## src/rtl/cart_map_pkg.sv

```systemverilog
package cart_map_pkg;

  localparam int CM_AW = 24;
  localparam int CM_BW = 8;

  typedef enum logic {
    LAYOUT_NARROW = 1'b0,
    LAYOUT_WIDE   = 1'b1
  } layout_e;

  typedef struct packed {
    logic             hit;
    logic [CM_AW-1:0] off;
  } map_hit_t;

endpackage

```

## src/rtl/cart_size_policy.sv

```systemverilog
module cart_size_policy #(
  parameter int SIZE_W        = 25,
  parameter int ROM_BIG_BYTES = 32'h0020_0000,
  parameter int RAM_BIG_BYTES = 32'h0000_8000
) (
  input  logic [SIZE_W-1:0] rom_size,
  input  logic [SIZE_W-1:0] ram_size,
  output logic              ram_present,
  output logic              half_window
);

  localparam logic [SIZE_W-1:0] ROM_LIMIT = SIZE_W'(ROM_BIG_BYTES);
  localparam logic [SIZE_W-1:0] RAM_LIMIT = SIZE_W'(RAM_BIG_BYTES);

  always_comb begin
    ram_present = (ram_size != '0);
    half_window = (rom_size > ROM_LIMIT) || (ram_size > RAM_LIMIT);
  end

endmodule

```

## src/rtl/cart_rom_decode.sv

```systemverilog
module cart_rom_decode
  import cart_map_pkg::*;
(
  input  logic [CM_AW-1:0] addr,
  input  layout_e          layout,
  output map_hit_t         rom
);

  logic [CM_BW-1:0] bank;
  logic [15:0]      inbank;
  logic             upper_half;
  logic             full_bank;

  always_comb begin
    bank       = addr[CM_AW-1:16];
    inbank     = addr[15:0];
    upper_half = inbank[15];
    full_bank  = bank[6];
    rom.hit    = 1'b0;
    rom.off    = '0;
    if (layout == LAYOUT_WIDE) begin
      if (full_bank || upper_half) begin
        rom.hit = 1'b1;
        rom.off = {2'b00, bank[5:0], inbank};
      end
    end else begin
      if (upper_half) begin
        rom.hit = 1'b1;
        rom.off = {2'b00, bank[6:0], inbank[14:0]};
      end
    end
  end

endmodule

```

## src/rtl/cart_ram_decode.sv

```systemverilog
module cart_ram_decode
  import cart_map_pkg::*;
(
  input  logic [CM_AW-1:0] addr,
  input  layout_e          layout,
  input  logic             ram_present,
  input  logic             half_window,
  output map_hit_t         ram
);

  logic [CM_BW-1:0] bank;
  logic [15:0]      inbank;
  logic [1:0]       low_hit;
  logic [1:0]       high_hit;
  logic             low_any;
  logic             high_any;
  logic             high_span_ok;

  assign bank   = addr[CM_AW-1:16];
  assign inbank = addr[15:0];

  // One decoder per half of the bank space (bank bit 7 clear / set).
  for (genvar h = 0; h < 2; h++) begin : g_half
    logic half_match;
    logic high_allowed;
    assign half_match   = (bank[7] == h[0]);
    // Upper-half copy of the high window exists only in the narrow layout.
    assign high_allowed = (h == 0) ? 1'b1 : (layout == LAYOUT_NARROW);
    assign low_hit[h]   = half_match && (bank[6:5] == 2'b01) &&
                          (inbank[15:13] == 3'b011);
    assign high_hit[h]  = half_match && high_allowed && (bank[6:4] == 3'b111);
  end

  always_comb begin
    high_span_ok = half_window ? ~inbank[15] : 1'b1;
    low_any      = ram_present && (low_hit != 2'b00);
    high_any     = ram_present && (high_hit != 2'b00) && high_span_ok;
    ram.hit      = low_any || high_any;
    ram.off      = '0;
    if (low_any) begin
      ram.off = {6'd0, bank[4:0], inbank[12:0]};
    end else if (high_any) begin
      if (half_window) ram.off = {5'd0, bank[3:0], inbank[14:0]};
      else             ram.off = {4'd0, bank[3:0], inbank};
    end
  end

endmodule

```

## src/rtl/cart_addr_map.sv

```systemverilog
module cart_addr_map
  import cart_map_pkg::*;
#(
  parameter int SIZE_W        = 25,
  parameter int ROM_BIG_BYTES = 32'h0020_0000,
  parameter int RAM_BIG_BYTES = 32'h0000_8000
) (
  input  logic              clk,
  input  logic              rst,
  input  logic [CM_AW-1:0]  cpu_addr,
  input  logic              map_wide,
  input  logic [SIZE_W-1:0] rom_size,
  input  logic [SIZE_W-1:0] ram_size,
  output logic              rom_sel,
  output logic              ram_sel,
  output logic [CM_AW-1:0]  map_offset
);

  layout_e    layout;
  logic       ram_present;
  logic       half_window;
  map_hit_t   rom_hit;
  map_hit_t   ram_hit;
  logic       nxt_rom;
  logic       nxt_ram;
  logic [CM_AW-1:0] nxt_off;

  assign layout = map_wide ? LAYOUT_WIDE : LAYOUT_NARROW;

  cart_size_policy #(
    .SIZE_W       (SIZE_W),
    .ROM_BIG_BYTES(ROM_BIG_BYTES),
    .RAM_BIG_BYTES(RAM_BIG_BYTES)
  ) u_policy (
    .rom_size   (rom_size),
    .ram_size   (ram_size),
    .ram_present(ram_present),
    .half_window(half_window)
  );

  cart_rom_decode u_rom (
    .addr  (cpu_addr),
    .layout(layout),
    .rom   (rom_hit)
  );

  cart_ram_decode u_ram (
    .addr       (cpu_addr),
    .layout     (layout),
    .ram_present(ram_present),
    .half_window(half_window),
    .ram        (ram_hit)
  );

  // Save RAM outranks ROM where both decode.
  always_comb begin
    nxt_ram = ram_hit.hit;
    nxt_rom = rom_hit.hit && !ram_hit.hit;
    if (nxt_ram)      nxt_off = ram_hit.off;
    else if (nxt_rom) nxt_off = rom_hit.off;
    else              nxt_off = '0;
  end

  always_ff @(posedge clk) begin
    if (rst) begin
      rom_sel    <= 1'b0;
      ram_sel    <= 1'b0;
      map_offset <= '0;
    end else begin
      rom_sel    <= nxt_rom;
      ram_sel    <= nxt_ram;
      map_offset <= nxt_off;
    end
  end

  a_r11_one_select: assert property (@(posedge clk) disable iff (rst)
    !(rom_sel && ram_sel));

  a_r9_idle_offset_zero: assert property (@(posedge clk) disable iff (rst)
    (!rom_sel && !ram_sel) |-> (map_offset == '0));

  a_r7_no_ram_when_empty: assert property (@(posedge clk) disable iff (rst)
    (ram_size == '0) |=> !ram_sel);

  a_r3_shadow_low_half: assert property (@(posedge clk) disable iff (rst)
    (map_wide && !cpu_addr[22] && !cpu_addr[15]) |=> !rom_sel);

  a_r1_narrow_lower_half: assert property (@(posedge clk) disable iff (rst)
    (!map_wide && !cpu_addr[15]) |=> !rom_sel);

  a_r4_low_window_is_ram: assert property (@(posedge clk) disable iff (rst)
    ((ram_size != '0) && (cpu_addr[22:21] == 2'b01) && (cpu_addr[15:13] == 3'b011))
      |=> (ram_sel && !rom_sel));

endmodule

```

## config.mk

```make
export PLATFORM = sky130hd
export DESIGN_NAME = cart_addr_map
export DESIGN_NICKNAME = d
export VERILOG_FILES = /design/src/rtl/cart_map_pkg.sv /design/src/rtl/cart_size_policy.sv /design/src/rtl/cart_rom_decode.sv /design/src/rtl/cart_ram_decode.sv /design/src/rtl/cart_addr_map.sv
export SDC_FILE = /design/constraint.sdc
export NUM_CORES = 1
export LEC_CHECK = 0
export CAP_MARGIN = 20
export CORE_MARGIN = 2
export CORE_UTILIZATION = 30
export DETAILED_ROUTE_END_ITERATION = 6
export PLACE_DENSITY = 0.79
export SLEW_MARGIN = 10
export SYNTH_ARGS = -nofsm -noshare
export SYNTH_HDL_FRONTEND = slang
export SYNTH_SLANG_ARGS = --single-unit
```

## constraint.sdc

```tcl
create_clock -name clk -period 2.3 [get_ports clk]
set_clock_uncertainty 0.2 [all_clocks]
set_input_delay 0.345 -clock clk [delete_from_list [all_inputs] [get_ports clk]]
set_output_delay 0.345 -clock clk [all_outputs]
set_load 0.05 [all_outputs]
```

==> run_results.csv, run 1 <==
group,metric,value,unit
run_status,status,"completed",
routing,wl_per_cell,12.21,µm
synthesis,synth_compound_area_frac,0.2059,
place,gp_congestion,0.8765,
sta,tightest_slew,508.3,ps
setup_path,cp-start-kind,"input port",
synthesis,yosys.area.top_type,"dfxtp_1",
clock_tree,cts.sinks,24,
clock_tree,cts_buffers,3,
synthesis,synthTopCellsByArea,"dfxtp_1 (43%), and2_1 (7.4%), nor4_1 (4.5%)",
synthesis,synthCells,123,
min_path,hp-class,"in2reg",
clock_tree,cts_tree,"yes",
sta,max-slew-margin-rel,0.6601,
setup_path,crit_fanout,3,
pwr,power.density,466.0,mW/mm²
cells_and_area,syn2layout_area_growth,125.2,%
clock_tree,cts.path.max_buffers,2,
cells_and_area,antenna-diode-count,0,
setup_path,cpPeakStageDelay,500,ps
synthesis,synthMuxAreaShare,0.01357,
cells_and_area,stdcell_count,291,
synthesis,synthArstFlopShare,0,
sta,setup_viol,0,
cells_and_area,fin_nets,321,
place,dp_hpwl,2.729,mm
floorplan,core_area,0.003606,mm²
job,maxCapViolCount,0,
place,port_buffers,100,
routing,ant_nets,0,
cells_and_area,design_area,0.002491,mm²
synthesis,synth_top_family_by_area,"simple AND/OR/NAND/NOR gates",
clock_tree,cts_max_level,1,
setup_path,worstPathRequired,2290,ps
setup_path,crit_top_cell,"buf_4",
global_route,grt_pass1_wl,5.754,mm
cells_and_area,drive_gt1_frac,0.1893,
synthesis,netlist.area_leader.share,0.4344,
min_path,hold_start,"cpu_addr[8]",
setup_path,critPathCaptureType,"register",
global_route,grt_pass1_vias,1405,
synthesis,synth-main-ff-cell,"dfxtp_1",
setup_path,path_cells,"clkdlybuf4s50_1 -> buf_4 -> nand2_1 -> a21oi_2 -> o311ai_4 -> buf_4 -> buf_4 -> buf_4 -> nor3_1 -> o2bb2ai_1",
global_route,overflow,0,
sta,max_freq,450.1,MHz
routing,drt_iter0_markers,34,
synthesis,synth-seq-area-share,0.4344,
routing,routed_wl,3.552,mm
clock_tree,cts.reportedPaths.clkPinSlew,80,ps
synthesis,yosys.area_share.adder,0,
synthesis,synth-seq-cells,24,
global_route,grt_max_degree,15,
place,place_inst,285,
pwr,ir_worst_vdd,0.0002125,V
pwr,fin_total_pwr,1161,µW
clock_tree,clockRootBuffer,"clkbuf_8",
synthesis,netlist_area,0.001106,mm²
floorplan,die_w,64.72,µm
synthesis,yosys.area_share.simple,0.2919,
floorplan,fp.dieH,64.72,µm
floorplan,initial_core_util,0.3067,
setup_path,critPathKind,"in2reg",
sta,finalMaxSlewViolations,0,
routing,route.detailed.drc,0,
setup_path,crit_arrival,2210,ps
floorplan,io_pins,103,
setup_path,critPathSlowestCell,"clkdlybuf4s50_1",
synthesis,synth_xor_area_frac,0,
min_path,holdPathEnd,"map_offset[8]",
synthesis,synth-edff-count,0,
sta,whs,441.3,ps
synthesis,ys_warn_count,0,
floorplan,rows,22,
routing,drt_pass1_iterations,4,
routing,vias,1419,
routing,viasPerCell,4.876,
floorplan,die_area,0.004189,mm²
synthesis,postSynthAreaPerCell,8.992,µm²
global_route,antenna_found_initial,0,
synthesis,post_synth_num_cell_types,38,
min_path,hold_depth,2,
sta,final.period_utilization,0.9659,
place,place_area,0.002276,mm²
sta,fin_crit,2222,ps
pwr,leakage,0.001030,µW
global_route,track_usage,0.1693,
sta,hold_viol,0,
## area by class of cell
cell class                 count  area (µm²)
clock buffer                   3       41.29
clock inverter                 1       30.03
fill                         297        1115
inverter                       5       18.77
multi-input combinational     89       670.6
sequential                    24       480.5
tap                           48       60.06
timing repair buffer         121        1190
## cell usage after synthesis (all sizes together), types with 2 or more instances
master  instances
and2           13
clkbuf          3
buf             3
o32ai           4
nand2           9
a21o            3
dfxtp          24
nand3           4
a21oi           5
nor2           10
nor3            4
nand4           2
or2             2
nor4            9
inv             5
a32oi           5
## kinds of logic after synthesis
| group | after synthesis |
|---|---|
| other | 1 |
| and+or+nand+nor | 59 |
| muxes | 1 |
| DFF | 24 |
| buffers and inverters | 11 |
| AOI/OAI and AO/OA | 27 |
## per-layer routing
| layer | global-route usage | vias to the layer above | part of all wire |
|---|---|---|---|
| met2 | 0.3028 | 85 | 0.52 |
| met3 | 0.01563 | 8 | 0.076 |
| li1 | - | 692 | - |
| met5 | 0 | - | 0 |
| met1 | 0.1981 | 634 | 0.38 |
| met4 | 0.09043 | 0 | 0.025 |
## layout by cell type, fill, tap and decap left out, types with 2 or more instances in the layout
master            n
nand4_1           2
a21o_1            2
nand3_1           3
o32ai_1           2
inv_1             5
nor2_1            9
nor4_2            6
buf_4            19
o32ai_2           2
nor4_1            3
and2_1           13
conb_1            2
nand2_1           9
nor3_1            4
a32oi_1           5
dlymetal6s2s_1   12
a21oi_1           4
clkbuf_8          3
dfxtp_1          24
clkdlybuf4s50_1  88
## worst max-delay path, delay by kind of cell
kind            cells  cell delay (ps)
buf+inv             5             1060
compound gates      3              510
simple gates        2              310
## stage by stage
step                      utilization  setup slack, ps  setup TNS [ps]
after global routing           0.6908           -9.981          -9.981
after floorplan                     -            139.9               0
after detailed placement       0.6312           -343.3           -6476
after CTS                      0.6641            10.71               0
final                          0.6908            78.46               0
after global placement         0.6312           -313.6           -6334
## report_power, final
group	switching (µW)	leakage, µW	internal (µW)
registers	5.46	0.000198	438
clock network	120	0.0000357	232
logic	172	0.000796	193
total	298	0.00103	863
## state kept, by name, summed over array words and instances (netlist names)
register and flops:
map_offset 22, ram_sel 1, rom_sel 1
## worst max path at each step
stage / from / slack (ps) / cells past startpoint / endpoint
final: cpu_addr[22] / 80 / 10 / map_offset[19]
after global routing: rom_size[23] / -10 / 8 / map_offset[15]
after CTS: ram_size[6] / 10 / 8 / map_offset[15]
after detailed placement: ram_size[2] / -340 / 9 / map_offset[19]
after global placement: ram_size[6] / -310 / 9 / map_offset[19]
after floorplan: ram_size[2] / 140 / 7 / map_offset[17]
## timing repair
| action | 4_1_cts | 5_1_grt |
|---|---|---|
| hold buffers | 0 | 0 |
| buffers inserted | 1 | 0 |
| endpoints found under the hold margin | 0 | 0 |
| resized for setup | 7 | 25 |
| gates cloned | 0 | 1 |
| endpoints found under the setup margin | 19 | 22 |
| pin swaps | 2 | 8 |
Power figures use the tool's default switching activity.
==> inputs of run 2 (changes only) <==
--- a/constraint.sdc
+++ b/constraint.sdc
@@ -4,2 +4,2 @@
 set_output_delay 0.345 -clock clk [all_outputs]
-set_load 0.05 [all_outputs]
+set_load 0.1 [all_outputs]
==> run 2 against run 1 <==
Compared with the run above: highest routed layer unchanged; via count up 0.49%; routed wire length rose by 3.1%; power increased by 9.0%; largest power group is now combinational cells; global-route usage stayed put; utilization is 0.66 points lower; cell count up 0.69%; cell area decreased by 0.95%; die area is the same; combinational power rose by 26%; clock-buffer cell count unchanged; flip-flop and latch count unchanged; maximum frequency shrank 1.7%.
==> run_results.csv, run 2 (synthesis results as in run 1) <==
group,metric,value,unit
pwr,leakage,0.001035,µW
clock_tree,clockRootBuffer,"clkbuf_8",
clock_tree,cts_hold_buf,0,
cells_and_area,largestRegisters,"map_offset (22), ram_sel (1), rom_sel (1)",
clock_tree,cts_max_level,1,
clock_tree,cts.reportedPaths.clkPinSlew,80,ps
routing,drt_iter0_markers,50,
sta,hold_viol,0,
pwr,share_seq_of_total_power,0.351,
routing,wl_met2,1.966,mm
cells_and_area,drive_gt1_frac,0.3143,
cells_and_area,largest_reg_flops,22,
cells_and_area,final_common_cell,"clkdlybuf4s50_1",
pwr,comb_power_share,0.364,
clock_tree,cts.path.max_buffers,2,
sta,max_freq,442.4,MHz
setup_path,crit_arrival,2220,ps
setup_path,worstPathRequired,2260,ps
place,port_buffers,100,
cells_and_area,fin_nets,323,
min_path,hp-class,"in2reg",
place,dp_slack,-335.8,ps
pwr,internal_power,860.9,µW
routing,vias,1426,
global_route,antenna_found_initial,0,
job,maxCapViolCount,0,
routing,route.detailed.drc,0,
run_status,status,"completed",
floorplan,die_w,64.72,µm
global_route,overflow,0,
floorplan,rows,22,
min_path,hold_start,"cpu_addr[1]",
sta,finalMaxSlewViolations,0,
cells_and_area,syn2layout_area_growth,123.1,%
global_route,grt_pass1_vias,1335,
floorplan,die_area,0.004189,mm²
sta,final.period_utilization,0.9827,
pwr,ir_worst_vdd,0.0002315,V
cells_and_area,design_area,0.002467,mm²
global_route,grt_pass1_wl,5.602,mm
min_path,holdPathEnd,"map_offset[1]",
routing,top_layer,"met4",
sta,setup_viol,0,
floorplan,initial_core_util,0.3067,
sta,fin_crit,2260,ps
global_route,grt_max_degree,15,
clock_tree,cts.sinks,24,
place,gp_congestion,0.8616,
clock_tree,cts_buffers,3,
place,dp_hpwl,2.800,mm
pwr,power.density,512.9,mW/mm²
routing,wl_per_cell,12.50,µm
routing,ant_nets,0,
setup_path,critPathCaptureType,"register",
clock_tree,cts_tree,"yes",
setup_path,cp-start-kind,"input port",
place,place_area,0.002223,mm²
cells_and_area,largest-register,"map_offset",
place,place_inst,286,
cells_and_area,fin_util,0.6842,
cells_and_area,stdcell_count,293,
pwr,p_clk_frac,0.285,
sta,fin_setup_tns,0,ps
floorplan,core_area,0.003606,mm²
pwr,p_sw_frac,0.3197,
cells_and_area,antenna-diode-count,0,
sta,fin_ws,39.84,ps
setup_path,critPathKind,"in2reg",
routing,drt_pass1_iterations,4,
setup_path,crit_fanout,3,
floorplan,fp.dieH,64.72,µm
floorplan,io_pins,103,
routing,met3_length,332,µm
routing,viasPerCell,4.867,
cells_and_area,final_cell_mix,"clkdlybuf4s50_1 (72), buf_4 (46), dfxtp_1 (24), and2_1 (13)",
routing,routed_wl,3.662,mm
global_route,track_usage,0.1693,
min_path,hold_depth,2,
pwr,switchingPower,404.7,µW
routing,met1_length,1.313,mm
## run 2: layout make-up
class,instances,area (µm²)
multi-input combinational,89,715.7
fill,297,1139
tap,48,60.06
inverter,5,18.77
clock inverter,1,30.03
clock buffer,3,41.29
timing repair buffer,123,1121
sequential,24,480.5
## run 2: critical path, stage by stage
cell             delay (ps)
clkdlybuf4s50_1         410
nor4_1                  270
nand4_1                 190
buf_4                   190
o311ai_4                230
buf_4                   160
buf_4                   100
buf_4                   110
nor3_1                   70
o2bb2ai_2               130
## run 2: worst max path at each step
stage | to | slack (ps) | cells after the start | from
finish | map_offset[19] | 40 | 10 | ram_size[14]
global route | map_offset[19] | -40 | 10 | ram_size[0]
CTS | map_offset[15] | -8 | 8 | ram_size[6]
detailed placement | map_offset[18] | -340 | 9 | ram_size[6]
global placement | map_offset[18] | -310 | 9 | ram_size[6]
floorplan | map_offset[17] | 140 | 7 | ram_size[2]
## run 2: power groups by stage
stage / sequential, µW / clock, µW / combinational [µW]
6_report: 444 / 360 / 461
5_1_grt: 446 / 388 / 483
4_1_cts: 444 / 372 / 442
3_5_place_dp: 454 / 0 / 438
3_3_place_gp: 454 / 0 / 435
2_1_floorplan: 623 / 0 / 70.2
## run 2: what timing repair did
action,CTS,global route
endpoints found under the setup margin,15,21
setup buffers,0,2
gates cloned,0,1
resized for setup,3,26
pin swaps,1,11
## run 2: through the flow
stage	power [µW]	hold WS (ps)
2_1_floorplan	693.3	261.1
3_3_place_gp	888.4	639.5
3_5_place_dp	892.4	639.8
4_1_cts	1259	425.6
5_1_grt	1317	424.4
6_report	1266	434.4
## run 2: metal layers
layer,vias to the layer above,track usage
met1,642,0.1842
met5,-,0
met3,4,0.02257
met2,85,0.3131
li1,695,-
met4,0,0.09309
==> inputs of run 3 (changes only) <==
SLEW_MARGIN = not set   (was 10)
==> results of run 3 <==
The final DEF is identical to that of run 2; final timing and power are the same.
